`src/rtl/core_interval_arb.sv`:
```
module core_interval_arb #(
  parameter int N_CORES = 16,
  parameter int CNT_W   = 7
) (
  input  logic                       clk,
  input  logic                       rst_n,
  input  logic                       cfg_we,
  input  logic                       cfg_sel,
  input  logic [$clog2(N_CORES)-1:0] cfg_idx,
  input  logic [CNT_W-1:0]           cfg_data,
  input  logic                       load,
  output logic [N_CORES-1:0]         strobe_o,
  output logic                       collide_o
);

  localparam logic [CNT_W-1:0] IVL_RST = CNT_W'(N_CORES);

  logic [CNT_W-1:0]   cnt_q  [N_CORES];
  logic [CNT_W-1:0]   ivl_q  [N_CORES];
  logic [CNT_W-1:0]   seed_q [N_CORES];
  logic               run_q;
  logic [N_CORES-1:0] hit;

  always_ff @(posedge clk) begin
    if (!rst_n)    run_q <= 1'b0;
    else if (load) run_q <= 1'b1;
  end

  for (genvar g = 0; g < N_CORES; g++) begin : g_core
    assign hit[g] = run_q && (ivl_q[g] != '0) && (cnt_q[g] == ivl_q[g] - 1'b1);

    always_ff @(posedge clk) begin
      if (!rst_n) begin
        cnt_q[g]  <= CNT_W'(g);
        ivl_q[g]  <= IVL_RST;
        seed_q[g] <= CNT_W'(g);
      end else begin
        if (load)       cnt_q[g] <= seed_q[g];
        else if (run_q) cnt_q[g] <= hit[g] ? '0 : cnt_q[g] + 1'b1;
        if (cfg_we && cfg_idx == g) begin
          if (cfg_sel) seed_q[g] <= cfg_data;
          else         ivl_q[g]  <= cfg_data;
        end
      end
    end

    // a match clears the counter
    a_r3_match_clears: assert property (@(posedge clk) disable iff (!rst_n)
      hit[g] && !load |=> cnt_q[g] == '0);
    // load copies the seed held before the edge
    a_r2_load_seed: assert property (@(posedge clk) disable iff (!rst_n)
      load |=> cnt_q[g] == $past(seed_q[g]));
    // a disabled core never reaches the output
    a_r5_disabled: assert property (@(posedge clk) disable iff (!rst_n)
      ivl_q[g] == '0 |-> !strobe_o[g]);
  end

  assign strobe_o  = hit & (~hit + 1'b1);
  assign collide_o = (hit & (hit - 1'b1)) != '0;

  a_r8_onehot: assert property (@(posedge clk) disable iff (!rst_n)
    $onehot0(strobe_o));
  a_r7_collide_grants: assert property (@(posedge clk) disable iff (!rst_n)
    collide_o |-> $countones(strobe_o) == 1);
  a_r1_idle: assert property (@(posedge clk) disable iff (!rst_n)
    !run_q |-> strobe_o == '0 && !collide_o);

endmodule

```
`config.mk`:
```
export PLATFORM = sky130hd
export DESIGN_NAME = core_interval_arb
export DESIGN_NICKNAME = d
export VERILOG_FILES = /design/src/rtl/core_interval_arb.sv
export SDC_FILE = /design/constraint.sdc
export NUM_CORES = 1
export LEC_CHECK = 0
export BUFFER_PORTS_ARGS = -buffer_cell sky130_fd_sc_hd__buf_2
export CORE_MARGIN = 2
export CORE_UTILIZATION = 64
export CTS_CLUSTER_SIZE = 28
export DETAILED_ROUTE_END_ITERATION = 8
export PLACE_DENSITY = 0.9
export SLEW_MARGIN = 20
export SYNTH_ARGS = -nofsm -noshare
export SYNTH_HDL_FRONTEND = slang
export SYNTH_SLANG_ARGS = --single-unit
```
`constraint.sdc`:
```
create_clock -name clk -period 6.8 [get_ports clk]
set_input_delay 1.7 -clock clk [delete_from_list [all_inputs] [get_ports clk]]
set_output_delay 1.7 -clock clk [all_outputs]
set_load 0.01 [all_outputs]
```
Word-level counts from Yosys, hierarchy flattened
Memory sizes are Yosys's and may differ from the RTL's.
Index checks and enable logic that the tools add are counted.
{"block": "word_totals", "memories": 3, "ramBits": 336, "output_inout_bits": 17, "input_bits": 16, "wordCells": 388, "reg_bits": 1}
{"memory": "cnt_q", "words": 16, "word_bits": 7, "read_ports": 16, "rd_clocked_by_memory_dff": 0, "write_ports": 16, "line_no": "18", "rtl": "logic [CNT_W-1:0] cnt_q [N_CORES];"}
{"memory": "ivl_q", "words": 16, "word_bits": 7, "read_ports": 16, "rd_clocked_by_memory_dff": 0, "write_ports": 16, "line_no": "19", "rtl": "logic [CNT_W-1:0] ivl_q [N_CORES];"}
{"memory": "seed_q", "words": 16, "word_bits": 7, "read_ports": 16, "rd_clocked_by_memory_dff": 0, "write_ports": 16, "line_no": "20", "rtl": "logic [CNT_W-1:0] seed_q [N_CORES];"}
{"block": "classes", "bitwise": 67, "n_mux": 186, "n_eq_ne": 31, "n_addsub": 34, "reduce_logical": 66}
{"op": "$mux 7", "n": 80}
{"op": "$add 7x1->7 const B", "n": 16}
{"op": "$eq 7x7->1", "n": 16}
{"op": "$reduce_bool 7->1", "n": 16}
{"op": "$sub 7x1->7 const B", "n": 16}
{"op": "$mux 1", "n": 106}
{"op": "$or 1x1->1", "n": 64}
{"op": "$logic_and 1x1->1", "n": 48}
{"op": "$and 16x16->16", "n": 2}
{"op": "$eq 4x4->1 const B", "n": 8}
{"op": "$add 16x1->16 const B", "n": 1}
{"op": "$eq 4x3->1 const B", "n": 4}
{"op": "$not 16->16", "n": 1}
{"op": "$reduce_bool 16->1", "n": 1}
{"op": "$sub 16x1->16 const B", "n": 1}
{"op": "$eq 4x2->1 const B", "n": 2}
{"op": "$eq 4x1->1 const B", "n": 1}
{"op": "$logic_not 4->1", "n": 1}

Depth between registers and ports, before layout
Gate-level depths: netlist of the first run.
{"block": "depth", "word_depth": 6, "depth_mapped": 11, "depth_no_buf": 11}

Worst setup path after synthesis of the first run
OpenSTA, ideal clock, no wires.
{"block": "synth_path", "path_type": "input to register", "start": "input port rst_n", "end": "memory cnt_q[0][0], enable pin", "required_ns": 5.576, "setup_time_ns": 1.224, "t_arrival_ns": 4.762, "n_path_buf": 3, "stages": 4, "setup_slack_ns": 0.814, "path_cell_list": "clkbuf_1 clkbuf_1 clkbuf_1 nand3_1"}
{"element": "start: declaration", "line_no": "6", "rtl": "input logic rst_n,"}
{"element": "end: declaration", "line_no": "18"}

==> results of run 1 <==
cells in the mapped netlist, types with 15 or more instances:
| library cell | number |
|---|---|
| xor2_1 | 90 |
| clkbuf_1 | 72 |
| nand3_1 | 63 |
| and3_1 | 21 |
| nor2_1 | 110 |
| and2_1 | 178 |
| nor3_1 | 35 |
| or3_1 | 57 |
| nor4_1 | 26 |
| o21ai_0 | 116 |
| edfxtp_1 | 336 |
| a21oi_1 | 19 |
| xnor2_1 | 140 |
| nand2_1 | 111 |
| o31ai_1 | 20 |
| a22o_1 | 15 |
| inv_1 | 48 |
| ha_1 | 48 |
logic make-up after synthesis:
family | Yosys count
buffers and inverters | 123
adder cells (fa/ha/maj) | 49
XOR/XNOR | 231
AO/OA/AOI/OAI | 245
multiplexers | 4
flip-flops | 337
AND/OR/NAND/NOR | 685
where the power goes:
| part | leakage, nW | switching, mW | internal, mW |
|---|---|---|---|
| Clock | 0.577 | 0.788 | 1.18 |
| Sequential | 3.35 | 0.134 | 2.43 |
| Combinational | 3.17 | 0.320 | 0.208 |
cell usage in the layout, fill, tap and decap left out, types with 7 or more instances in the layout:
| cell | netlist | routed |
|---|---|---|
| edfxtp_1 | 336 | 336 |
| and2_1 | 178 | 177 |
| xnor2_1 | 140 | 140 |
| o21ai_0 | 116 | 113 |
| nand2_1 | 111 | 111 |
| nor2_1 | 110 | 110 |
| xor2_1 | 90 | 90 |
| nand3_1 | 63 | 62 |
| or3_1 | 57 | 57 |
| inv_1 | 48 | 48 |
| ha_1 | 48 | 48 |
| clkbuf_16 | 0 | 37 |
| nor3_1 | 35 | 35 |
| buf_2 | 2 | 32 |
| nor4_1 | 26 | 26 |
| and3_1 | 21 | 21 |
| o31ai_1 | 20 | 20 |
| a21oi_1 | 19 | 19 |
| a22o_1 | 15 | 15 |
| nand3b_1 | 14 | 14 |
| o21a_1 | 14 | 14 |
| buf_4 | 0 | 14 |
| nand2b_1 | 13 | 13 |
| nand4_1 | 12 | 12 |
| nor2b_1 | 10 | 10 |
| nor3b_1 | 9 | 9 |
| clkinv_1 | 0 | 8 |
| nor4b_1 | 7 | 7 |
| a211oi_1 | 7 | 7 |
| clkinv_2 | 0 | 7 |
final cells by class:
cell class / count / area share
antenna: 1 / 0.000124
clock buffer: 42 / 0.0466
clock inverter: 22 / 0.0114
inverter: 49 / 0.00908
multi-input combinational: 1214 / 0.397
sequential: 337 / 0.499
tap: 384 / 0.0237
timing repair buffer: 46 / 0.0131
per-stage QoR:
step                      power (mW)  cells  instance area, um^2  worst slack (ns)
after floorplan                 2.95   1674                18600             0.814
after global placement          3.07   2030                19100              1.80
after detailed placement        3.10   2030                19100              1.61
after CTS                       5.06   2094                20300              1.04
after global routing            5.20   2094                20300             0.817
final                           5.07   2095                20300             0.948
registers in the layout, indices dropped and copies added (netlist names):
register  cells
cnt_q       112
ivl_q       112
seed_q      112
run_q         1
per-layer routing:
metal	up-vias	GRT usage	wire [um]
met5	-	0	13
met4	2	0.162	2530
met3	220	0.0669	5370
li1	6043	-	-
met2	811	0.500	21700
met1	6466	0.381	16900
worst max-delay path: cells and delay by family, from the launching register on:
family	cells	cell delay, ns
AOI/OAI and AO/OA	6	2.05
adders and majority gates	1	0.30
buffers and inverters	2	0.32
DFF	1	0.41
and+or+nand+nor	2	0.56
how the worst max path moves through the flow:
| stage | startpoint | depth (start not counted) | to | slack, ns |
|---|---|---|---|---|
| 3_3_place_gp | ivl_q[0][35]$_SDFFCE_PN0P_ | 11 | collide_o | 1.80 |
| 3_5_place_dp | ivl_q[0][35]$_SDFFCE_PN0P_ | 11 | collide_o | 1.61 |
| 2_1_floorplan | rst_n | 4 | cnt_q[0][0]$_DFFE_PP_ | 0.81 |
| 5_1_grt | ivl_q[0][37]$_SDFFCE_PN0P_ | 8 | collide_o | 0.82 |
| 4_1_cts | ivl_q[0][35]$_SDFFCE_PN0P_ | 11 | collide_o | 1.04 |
| 6_report | ivl_q[0][35]$_SDFFCE_PN0P_ | 11 | collide_o | 0.95 |
==> impl_metrics.py, run 1 <==
metrics = {
    "run_status": {
        "status": "completed",
    },
    "clocking": {
        "clk_latency_ns": 0.52,
        "clk_pin_slew_ns": 0.06,
        "cts_root_buf": "clkbuf_16",
        "post_cts_buffers": 0,
        "cts_tree": "built",
        "cts_resized": 0,
        "cts_buffers": 36,
        "htree_levels": 2,
        "postCtsHoldBufs": 0,
        "cts_buffer_depth": 3,
        "clock-sinks": 337,
    },
    "setup_path": {
        "slowest_delay_ns": 0.90,
        "regToRegStartpoint": "ivl_q[0][35]$_SDFFCE_PN0P_",
        "reg2reg_to": "cnt_q[0][38]$_DFFE_PP_",
        "r2r_setup_slack_ns": 3.57,
        "crit_required_ns": 5.10,
        "worstPathMaxFanout": 7,
        "start_kind": "flip-flop",
        "crit_slowest_cell": "a2111oi_1",
        "setup.worst_path.end_class": "primary output",
        "worstSetupPathType": "reg -> out",
        "ff2ff_path_depth": 9,
        "crit_arrival_ns": 4.15,
        "crit_chain": "inv_1, ha_1, o21ba_2, a221oi_1, a41oi_1, a2111oi_1, nor3_1, nand3_2, a211oi_1, o311ai_1, buf_2",
    },
    "synth": {
        "yosysWarnings": 0,
        "synth.avg_cell_area_um2": 11.1,
        "synth_xor_area_frac": 0.110,
        "synth.cell_area_um2": 18600,
        "synth_edf_count": 336,
        "synth-async-reset-ratio": 0,
        "synthTopCellsByArea": "edfxtp_1, xnor2_1, and2_1, xor2_1, ha_1",
        "ys_types": 74,
        "syn-num-nets": 1738,
        "synth-simple-area-share": 0.200,
        "synth_adder_area_share": 0.0328,
        "synth.largest_area_cell": "edfxtp_1",
        "netlist_instances": 1674,
        "synth-seq-cells": 337,
        "synth_compound_area_frac": 0.0871,
        "ys_seq_area_frac": 0.544,
        "synthMuxAreaShare": 0.00229,
        "synth_top_family_by_area": "simple AND/OR/NAND/NOR gates",
        "synth_top_cell_area_share": 0.542,
        "yosys_most_used_dff": "edfxtp_1",
    },
    "hold_path": {
        "whs_endpoint": "cnt_q[1][34]$_DFFE_PP_",
        "hp-class": "reg -> reg",
        "hold_path_depth": 2,
        "hp-start": "seed_q[12][6]$_SDFFCE_PN0P_",
    },
    "finish": {
        "final_core_util": 0.708,
        "fillers": 1833,
        "register_area_um2": 10100,
        "multi_input_area_um2": 8040,
        "layout.nets": 1748,
        "area_growth_pct": 8.91,
        "drive_gt1_frac": 0.0708,
    },
    "routing": {
        "drt_iter0_markers": 2009,
        "viasPerCell": 6.46,
        "route.detailed.drc": 0,
        "route.vias.total": 13500,
        "drt-total-wl_mm": 46.5,
        "first_pass_iters": 6,
        "wire_per_inst_um": 22.2,
        "ant_nets": 0,
    },
    "sta": {
        "holdWs_ns": 0.519,
        "fin_crit_sh": 0.861,
        "min_period_ns": 5.85,
        "fmax_mhz": 171,
        "slew_violations": 0,
        "worst_pin_slew_ns": 1.11,
        "setup_viol": 0,
        "rsz0062_at_grt": "false",
        "finalHoldViolCount": 0,
        "relSlewSlack": 0.250,
        "fin_setup_tns_ns": 0,
        "clock_skew_ns": 0.00909,
    },
    "die": {
        "core_um2": 28600,
        "initial_core_util": 0.650,
        "fp.dieH_um": 174,
        "ios": 33,
        "fp.dieW_um": 174,
        "row_count": 62,
        "dieArea_um2": 30400,
    },
    "place": {
        "globalplace.congestion": 0.922,
        "numPortBuffers": 32,
        "dp_hpwl_mm": 28.5,
    },
    "grt": {
        "grt_use_total": 0.305,
        "antenna_found_initial": 1,
        "grt_overflow_total": 0,
        "grt_max_degree": 59,
        "grt_pass1_wl_mm": 72.2,
        "grt_pass1_vias": 13600,
    },
    "flow_run": {
        "drv_cap": 0,
    },
    "pwr": {
        "cellPowerDensity_nw_per_um2": 250,
        "ir_drop_mv": 0.250,
        "p_leak_nw": 7.09,
    },
}
(Power assumes the default switching activity.)
==> run 2: changes to the inputs <==
- CORE_MARGIN: 2 -> not set
==> run 2 against run 1 <==
Effect of this change:
- sequential power barely moved
- flip-flop and latch count did not move
- largest power group unchanged
- cell area fell by 0.54%
- clock power fell by 7%
- combinational power fell by 2%
- wire length fell by 1.6%
- critical path depth fell by 1
==> impl_metrics.py, run 2 (synthesis results as in run 1) <==
metrics = {
    "finish": {
        "layout_common_cells": "edfxtp_1, and2_1, xnor2_1",
        "n_antenna_cell": 0,
        "final_core_util": 0.704,
        "layout.nets": 1747,
        "fin_cells": 2087,
        "top_regs": "cnt_q x112, ivl_q x112, seed_q x112",
        "final_common_cell": "edfxtp_1",
        "drive_gt1_frac": 0.0687,
        "area_growth_pct": 8.32,
        "multi_input_area_um2": 8050,
        "register_area_um2": 10100,
        "fillers": 1857,
    },
    "sta": {
        "fin_crit_sh": 0.904,
        "setup_viol": 0,
        "clock_skew_ns": 0.0162,
        "min_period_ns": 6.15,
        "fin_setup_tns_ns": 0,
        "finalHoldViolCount": 0,
        "relSlewSlack": 0.261,
        "fmax_mhz": 163,
        "rsz0062_at_grt": "false",
        "worst_pin_slew_ns": 1.10,
        "slew_violations": 0,
    },
    "die": {
        "ios": 33,
        "dieArea_um2": 29700,
        "initial_core_util": 0.650,
        "core_um2": 28600,
        "fp.dieW_um": 172,
        "fp.dieH_um": 172,
        "row_count": 62,
    },
    "pwr": {
        "switching_share": 0.248,
        "power.share.clock": 0.372,
        "cellPowerDensity_nw_per_um2": 244,
        "p_int_mw": 3.70,
        "ir_drop_mv": 0.282,
        "p_comb_frac": 0.105,
        "p_seq_frac": 0.522,
        "p_leak_nw": 7.04,
        "power.switching_mw": 1.22,
    },
    "place": {
        "globalplace.congestion": 0.892,
        "numPortBuffers": 32,
        "dpl.cell_count": 2030,
        "dp_hpwl_mm": 28.7,
    },
    "setup_path": {
        "crit_arrival_ns": 4.45,
        "setup.worst_path.end_class": "primary output",
        "cp_num_buf_inv": 2,
        "path_depth": 10,
        "slowest_delay_ns": 0.76,
        "worstPathMaxFanout": 9,
        "start_kind": "flip-flop",
        "cpLargestDelayFamily": "simple AND/OR/NAND/NOR gates",
        "crit_required_ns": 5.10,
        "ff2ff_path_depth": 9,
        "crit_slowest_cell": "nor4_1",
        "crit_chain": "inv_1, ha_1, or4b_2, a221oi_1, o21ai_0, and3_1, nor4_4, nand3_1, nor4_1, buf_2",
        "r2r_setup_slack_ns": 3.76,
        "worstSetupPathType": "reg -> out",
    },
    "clocking": {
        "cts_buffers": 35,
        "clk_pin_slew_ns": 0.06,
        "clock-sinks": 337,
        "htree_levels": 2,
        "cts_tree": "built",
        "cts_resized": 0,
        "postCtsHoldBufs": 0,
        "cts_root_buf": "clkbuf_16",
        "clk_latency_ns": 0.52,
        "cts_buffer_depth": 3,
        "post_cts_buffers": 0,
    },
    "routing": {
        "route.vias.total": 13500,
        "dr_wl_met3_mm": 4.83,
        "dr_wl_met2_mm": 22.0,
        "dr.max_layer_used": "met4",
        "ant_nets": 0,
        "met1Wirelength_mm": 16.9,
        "drt_iter0_markers": 1549,
        "wire_per_inst_um": 21.9,
        "drt-total-wl_mm": 45.8,
        "route.detailed.drc": 0,
        "viasPerCell": 6.45,
        "first_pass_iters": 8,
    },
    "hold_path": {
        "hp-class": "reg -> reg",
        "hold_path_depth": 2,
    },
    "grt": {
        "grt_pass1_vias": 13100,
        "antenna_found_initial": 0,
        "grt_use_total": 0.310,
        "grt_pass1_wl_mm": 70.2,
        "grt_overflow_total": 0,
        "grt_max_degree": 71,
    },
    "flow_run": {
        "drv_cap": 0,
    },
    "run_status": {
        "status": "completed",
    },
}
==> run 2: layout make-up <==
class / count / area share
clock buffer: 42 / 0.0469
sequential: 337 / 0.502
clock inverter: 15 / 0.00584
tap: 384 / 0.0238
multi-input combinational: 1214 / 0.399
inverter: 49 / 0.00913
timing repair buffer: 46 / 0.0132
==> run 2: worst paths after layout <==
| check | endpoint | from |
|---|---|---|
| max | strobe_o[14] | ivl_q[0][21]$_SDFFCE_PN0P_ |
| min | cnt_q[0][42]$_DFFE_PP_ | seed_q[6][0]$_SDFFCE_PN0P_ |
| max reg2reg | cnt_q[1][22]$_DFFE_PP_ | ivl_q[1][21]$_SDFFCE_PN0P_ |
| min reg2reg | cnt_q[0][42]$_DFFE_PP_ | seed_q[6][0]$_SDFFCE_PN0P_ |
==> run 2: stage by stage <==
step / total power, mW / cell area [um^2] / worst slack, ns / hold slack, ns
after CTS: 4.91 / 20100 / 0.955 / 0.528
final: 4.92 / 20100 / 0.652 / 0.526
after global placement: 3.07 / 19100 / 1.67 / 0.502
after detailed placement: 3.11 / 19100 / 1.53 / 0.507
after global routing: 5.06 / 20100 / 0.662 / 0.531
after floorplan: 2.95 / 18600 / 0.814 / 0.495
==> run 2: tightest hold or removal path, delay by kind of cell (launching register included) <==
kind               cells  cell delay, ns
AOI/OAI and AO/OA      1            0.06
DFF                    1            0.32
and+or+nand+nor        1            0.04
==> run 2: power groups by stage <==
stage | Clock, mW | Combinational (mW) | Sequential (mW)
2_1_floorplan | 0 | 0.387 | 2.56
3_3_place_gp | 0 | 0.475 | 2.60
3_5_place_dp | 0 | 0.499 | 2.61
4_1_cts | 1.84 | 0.511 | 2.57
5_1_grt | 1.91 | 0.563 | 2.58
6_report | 1.83 | 0.519 | 2.57
==> run 2: metal layers <==
metal,GRT usage,vias up
met3,0.0522,176
met2,0.517,848
li1,-,6042
met5,0,-
met4,0.145,0
met1,0.397,6402
